**config.mk**
```make
export PLATFORM = sky130hd
export DESIGN_NAME = act_standby_ctrl
export DESIGN_NICKNAME = d
export VERILOG_FILES = /design/src/rtl/asc_pkg.sv /design/src/rtl/asc_activity.sv /design/src/rtl/asc_window.sv /design/src/rtl/asc_fsm.sv /design/src/rtl/act_standby_ctrl.sv
export SDC_FILE = /design/constraint.sdc
export NUM_CORES = 1
export LEC_CHECK = 0
export BUFFER_PORTS_ARGS = -buffer_cell sky130_fd_sc_hd__buf_2
export CAP_MARGIN = 20
export CELL_PAD_IN_SITES_DETAIL_PLACEMENT = 1
export CELL_PAD_IN_SITES_GLOBAL_PLACEMENT = 2
export CORE_MARGIN = 4
export CORE_UTILIZATION = 36
export DETAILED_ROUTE_END_ITERATION = 6
export PLACE_DENSITY = 0.79
export SYNTH_ARGS = -nofsm -noshare
export SYNTH_HDL_FRONTEND = slang
export SYNTH_SLANG_ARGS = --single-unit
```
**constraint.sdc**
```tcl
create_clock -name clk -period 1.7 [get_ports clk]
set_input_delay 0.085 -clock clk [delete_from_list [all_inputs] [get_ports clk]]
set_output_delay 0.085 -clock clk [all_outputs]
set_load 0.05 [all_outputs]
```
**src/rtl/asc_pkg.sv**
```systemverilog
package asc_pkg;
    typedef enum logic [1:0] {
        ST_SLEEP  = 2'd0,
        ST_AWAKE  = 2'd1,
        ST_PINNED = 2'd2
    } asc_state_e;
endpackage

```
**src/rtl/asc_activity.sv**
```systemverilog
// Samples the monitored bus and flags any bit difference between two
// consecutive samples, once both samples are valid after reset.
module asc_activity #(
    parameter int WIDTH = 8
) (
    input  logic             clk,
    input  logic             rst_n,
    input  logic [WIDTH-1:0] mon_in,
    output logic             act_o
);
    logic [WIDTH-1:0] samp_q;
    logic [WIDTH-1:0] prev_q;
    logic             samp_v;
    logic             prev_v;

    always_ff @(posedge clk or negedge rst_n) begin
        if (!rst_n) begin
            samp_q <= '0;
            prev_q <= '0;
            samp_v <= 1'b0;
            prev_v <= 1'b0;
        end else begin
            samp_q <= mon_in;
            prev_q <= samp_q;
            samp_v <= 1'b1;
            prev_v <= samp_v;
        end
    end

    assign act_o = samp_v && prev_v && (|(samp_q ^ prev_q));
endmodule

```
**src/rtl/asc_window.sv**
```systemverilog
// Down-counter for the active window; load restarts it at WIN-1.
module asc_window #(
    parameter int WIN = 12
) (
    input  logic clk,
    input  logic rst_n,
    input  logic load_i,
    output logic done_o
);
    localparam int CW = (WIN > 2) ? $clog2(WIN) : 1;
    localparam logic [CW-1:0] TOP = CW'(WIN - 1);

    logic [CW-1:0] cnt_q;

    always_ff @(posedge clk or negedge rst_n) begin
        if (!rst_n) begin
            cnt_q <= '0;
        end else if (load_i) begin
            cnt_q <= TOP;
        end else if (cnt_q != '0) begin
            cnt_q <= cnt_q - 1'b1;
        end
    end

    assign done_o = (cnt_q == '0);
endmodule

```
**src/rtl/asc_fsm.sv**
```systemverilog
module asc_fsm
    import asc_pkg::*;
(
    input  logic clk,
    input  logic rst_n,
    input  logic activity_i,
    input  logic keep_i,
    input  logic done_i,
    output logic load_o,
    output logic active_o,
    output logic wake_o
);
    asc_state_e state_q;
    asc_state_e state_d;

    always_comb begin
        state_d = state_q;
        unique case (state_q)
            ST_SLEEP: begin
                if (keep_i)          state_d = ST_PINNED;
                else if (activity_i) state_d = ST_AWAKE;
            end
            ST_AWAKE: begin
                if (keep_i)          state_d = ST_PINNED;
                else if (activity_i) state_d = ST_AWAKE;
                else if (done_i)     state_d = ST_SLEEP;
            end
            ST_PINNED: begin
                if (!keep_i)         state_d = ST_AWAKE;
            end
            default:                 state_d = ST_SLEEP;
        endcase
    end

    assign load_o = activity_i || (state_q == ST_PINNED);

    always_ff @(posedge clk or negedge rst_n) begin
        if (!rst_n) state_q <= ST_SLEEP;
        else        state_q <= state_d;
    end

    always_ff @(posedge clk or negedge rst_n) begin
        if (!rst_n) begin
            active_o <= 1'b0;
            wake_o   <= 1'b0;
        end else begin
            active_o <= (state_d != ST_SLEEP);
            wake_o   <= (state_q == ST_SLEEP) && (state_d != ST_SLEEP);
        end
    end
endmodule

```
**src/rtl/act_standby_ctrl.sv**
```systemverilog
module act_standby_ctrl #(
    parameter int WIDTH       = 8,
    parameter int UNIT_CYCLES = 4,
    parameter int WIN_UNITS   = 3
) (
    input  logic             clk,
    input  logic             rst_n,
    input  logic [WIDTH-1:0] mon_in,
    input  logic             keep_awake,
    output logic             active_o,
    output logic             wake_o,
    output logic             hold_o
);
    localparam int WIN = UNIT_CYCLES * WIN_UNITS;

    logic act_w;
    logic load_w;
    logic done_w;
    logic active_w;
    logic wake_w;

    asc_activity #(.WIDTH(WIDTH)) u_act (
        .clk    (clk),
        .rst_n  (rst_n),
        .mon_in (mon_in),
        .act_o  (act_w)
    );

    asc_window #(.WIN(WIN)) u_win (
        .clk    (clk),
        .rst_n  (rst_n),
        .load_i (load_w),
        .done_o (done_w)
    );

    asc_fsm u_fsm (
        .clk        (clk),
        .rst_n      (rst_n),
        .activity_i (act_w),
        .keep_i     (keep_awake),
        .done_i     (done_w),
        .load_o     (load_w),
        .active_o   (active_w),
        .wake_o     (wake_w)
    );

    assign active_o = active_w;
    assign wake_o   = wake_w;
    assign hold_o   = !active_w;
endmodule

```
# After elaboration in Yosys (flattened, before gate mapping)
# Cells that the tools add are included.
# totals
regBits	26
in_bits	11
output_inout_bits	3
elab_cells	32
# classes
addsub	1
n_eq_ne	2
muxes	9
bitwise	1
n_reduce_logical	11
# ops
operator	count
$mux 2	6
$mux 4	2
$reduce_or 8->1	1
$xor 8x8->8	1
$pmux 2 s3	1
$logic_not 4->1	1
$reduce_bool 2->1	2
$reduce_bool 4->1	1
$sub 4x1->4 const B	1
$logic_and 1x1->1	3
$eq 2x1->1 const B	1
$eq 2x2->1 const B	1
$logic_not 2->1	1
$logic_not 1->1	1
$logic_or 1x1->1	1

# Depth between registers and ports, before layout
# logic_depth
depth_word	8
depth_mapped	6
mapped_depth_nobuf	6

# By module
# A second synthesis with hierarchy kept.
# unflattened
hier_cells	67
area_unflattened_um2	933.4
# modules_own_cells
mod	n_inst	cells_per_inst	area_each_um2	seq_area_each_um2
asc_activity	1	31	545.5	450.4
asc_window	1	21	217.7	100.1
asc_fsm	1	14	166.4	100.1
act_standby_ctrl	1	1	3.8	0.0

# Worst setup path after synthesis
# Ideal clock, no wire load.
# synth_path
path_kind	reg-to-reg
startpoint	reg u_win.cnt_q[0]
endpoint	reg u_win.cnt_q[1]
setup_ns	0.069
arrival_time_ns	1.261
t_required_ns	1.631
path_slack_ns	0.370
path_stages_with_launch	6
path_buffers	0
period_less_slack_ns	1.330
cell_sequence	dfrtp_1 inv_1 ha_1 nor3b_2 mux2_1 nand3_1
# synth_between
elab_chain_cells	3
elab_cells_between_ends	5
cone_classes	1 x add/sub; 2 x mux; 2 x reduce/logical
# synth_rtl
item	line_no	text
start: declaration	asc_window.sv:13	logic [CW-1:0] cnt_q;
start signal: assignment	asc_window.sv:21	cnt_q <= cnt_q - 1'b1;
$sub 4x1->4	asc_window.sv:21	
$mux 4	asc_window.sv:20	end else if (cnt_q != '0) begin
$mux 4	asc_window.sv:18	end else if (load_i) begin
# Several ways; a longest one is shown, not always the timed one. The select of a mux whose other input is x is not followed.
# A chain may end at the register's enable or synchronous reset.

# Worst setup path after layout
# Ends and elaborated chain as after synthesis.

==> metrics.txt <==
largest net degree at the start of global routing=27; fill cell count=between 200 and 300; sequential-to-total area share from yosys stat=70.5%; overall overflow remaining after global route=0; crit path capture type=register; share of flip-flops with an asynchronous set or reset=between 90% and 100%; mean cell area of the mapped netlist=between 10 and 15 um2; area of the core region=approximately 0.0025 mm2; Tot GR Track Use=10.8%; total leakage power=~0.52 nW; number of sinks on the clock net=26; wire length of the first global-routing pass=between 2000 and 3000 um; post-synthesis cell count=67; required arrival time at the worst endpoint=1.95 ns; Vias per Instance=4.57; TritonCTS clock tree=yes; crit path launch type=register; drt wl/cell=about 13 um; Chip Width=just under 60 um; DP HPWL=between 1000 and 1500 um; startpoint-to-endpoint class of the critical path=reg2reg; Arr. time, crit path=around 1.7 ns; Yosys top cell by area=sky130_fd_sc_hd__dfrtp_1; commonest register cell after synthesis=sky130_fd_sc_hd__dfrtp_1; max-slew violations=0; IR Drop Worst-Case VDD=slightly above 0.0007 V; max-slew headroom at the worst pin=a little over three fifths; Cell Pwr Density=approximately 1000 mW/mm2; number of nets produced by synthesis=between 70 and 80; Cell Rows=18; final critical path time including I/O delays and setup=around 1.5 ns; flops & latches, synth=26; count of cell types in the netlist=23; clock tree skew after final layout=between 0.006 and 0.007 ns; number of instances resized during post-cts repair=0; placer congestion estimate=roughly 0.7; Util after Layout=about 47%; Clock Tree Buf Depth=2; starting utilization of the core area=37.6%; vias post-DR=567; post-layout instance area=between 0.001 and 0.0015 mm2; area post-placement=roughly 0.001 mm2; final hold violation count=0; Max Fanout on Critical Path=4; unrepaired setup endpoints after global routing=false; port buffer count=13; post-route ant nets=0; Design Power=1.16 mW; Final #Nets=107; Worst Hold Class=in2async; height of the chip=58.6 um; synthesized area=just over 900 um2; Inserted Clock Buffers=3; antenna fix cells=0; count of endpoints failing setup in the final report=0; Max Clk Rate=676 MHz; Die Footprint=~0.0034 mm2; count of max-cap constraint violations=0; DRC violation count after routing=0; Hold-fix buffers, CTS=10; H-tree depth reported by CTS=1; Post-CTS Repair Setup Buffers=0; top cell type's share of synthesized area=a little over two thirds; clock insertion delay at the later pin of the skew report=~0.31 ns; share of cells above drive strength 1=between 20% and 30%; TritonRoute pass-1 iters=2; initial antenna violation count=0; Post-Route WL=between 1500 and 2000 um; Slew @ Worst Pin=between 0.5 and 0.6 ns; number of enable flip-flop cells after synthesis=0; Reg clk slew, reported paths=0.13 ns; most area-consuming cells after synthesis=sky130_fd_sc_hd__dfrtp_1, sky130_fd_sc_hd__xnor2_1, sky130_fd_sc_hd__nand3_1; number of I/O pins=14; vias in the first global route=about 670; clk root buf=sky130_fd_sc_hd__clkbuf_4; crit share post-route=87.0%; total negative slack=0 ns; initial detailed-routing violation count=5; Synth-to-Final Area Change=25.9%; run status=complete, no violations; synth warn=0
-- placed cells by master, fill, tap and decap left out, drive strengths merged, types with 2 or more instances in the layout --
master and count:
nand2b 3, xnor2 9, clkbuf 4, nand3 4, nor2 2, o21ai 2, dfrtp 26, buf 13
a21oi 2, nand4 2, inv 4, dlygate4sd3 10
-- logic make-up (layout without fill, tap and decap cells) --
family	count (synthesis)	in the layout	share of synthesized area [%]
muxes	1	1	1.22
xor gates and xnor gates	9	9	8.54
and+or+nand+nor	17	17	10.7
adders and majority gates	1	1	1.35
buffers and inverters	4	31	1.63
DFF	26	26	70.5
AOI/OAI and AO/OA	8	8	5.69
other	1	1	0.406
-- sequential cells by signal, indices dropped and copies added, names as in the netlist --
register        flops
u_fsm.active_o      1
u_fsm.wake_o        1
u_act.prev_v        1
u_act.samp_v        1
u_win.cnt_q         4
u_act.samp_q        8
u_act.prev_q        8
u_fsm.state_q       2
-- routing by layer --
layer	routed length, um	vias up	GRT usage, %
met2	834	10	19.5
met1	654	281	12.1
li1	-	276	-
met3	62	0	3.07
met4	0	0	4.21
met5	0	-	0
-- final cells by class --
type | instances | area [um2] | area share [%]
timing repair buffer | 23 | 165 | 14.2
tap | 30 | 37.5 | 3.23
inverter | 4 | 15.0 | 1.29
multi-input combinational | 37 | 258 | 22.2
clock buffer | 4 | 36.3 | 3.12
sequential | 26 | 651 | 56.0
-- cell usage after synthesis, drive strengths merged (2+ instances only) --
cell type	n
a21oi	2
xnor2	9
nand3	4
o21ai	2
nor2	2
inv	4
nand2b	3
nand4	2
dfrtp	26
-- power by group --
group          internal [mW]  total, mW  switching (mW)
Combinational         0.0772      0.174          0.0964
Sequential             0.665      0.696          0.0304
Clock                  0.131      0.295           0.165
Total                  0.873       1.16           0.291
-- through the flow --
| stage | hold WS, ns | worst slack (ns) | std cells |
|---|---|---|---|
| floorplan | -0.211 | 0.370 | 67 |
| global placement | 0.102 | 0.325 | 110 |
| detailed placement | 0.103 | 0.224 | 110 |
| CTS | 0.291 | 0.206 | 124 |
| global route | 0.317 | 0.0918 | 124 |
| finish | 0.280 | 0.221 | 124 |
-- path summary, 6_finish.rpt --
path / slack [ns] / startpoint / to / depth (start not counted)
setup reg to reg: 0.22 / u_win.cnt_q[0] / u_win.cnt_q[1] / 5
max in group asynchronous: 1.05 / rst_n / u_act.samp_q[6] / 2
hold reg to reg: 0.39 / u_act.samp_v / u_act.prev_v / 0
min in group clk: 0.39 / u_act.samp_v / u_act.prev_v / 0
hold / removal: 0.28 / rst_n / u_act.prev_q[0] / 2
setup / recovery: 0.22 / u_win.cnt_q[0] / u_win.cnt_q[1] / 5
-- worst max-delay path, cell delays in order, from the launching register on --
cell,delay [ns]
sky130_fd_sc_hd__dfrtp_1,0.39
sky130_fd_sc_hd__inv_1,0.09
sky130_fd_sc_hd__ha_1,0.21
sky130_fd_sc_hd__nor3b_2,0.31
sky130_fd_sc_hd__mux2_1,0.35
sky130_fd_sc_hd__nand3_1,0.08
No activity file was read; power rests on OpenSTA's default activity.
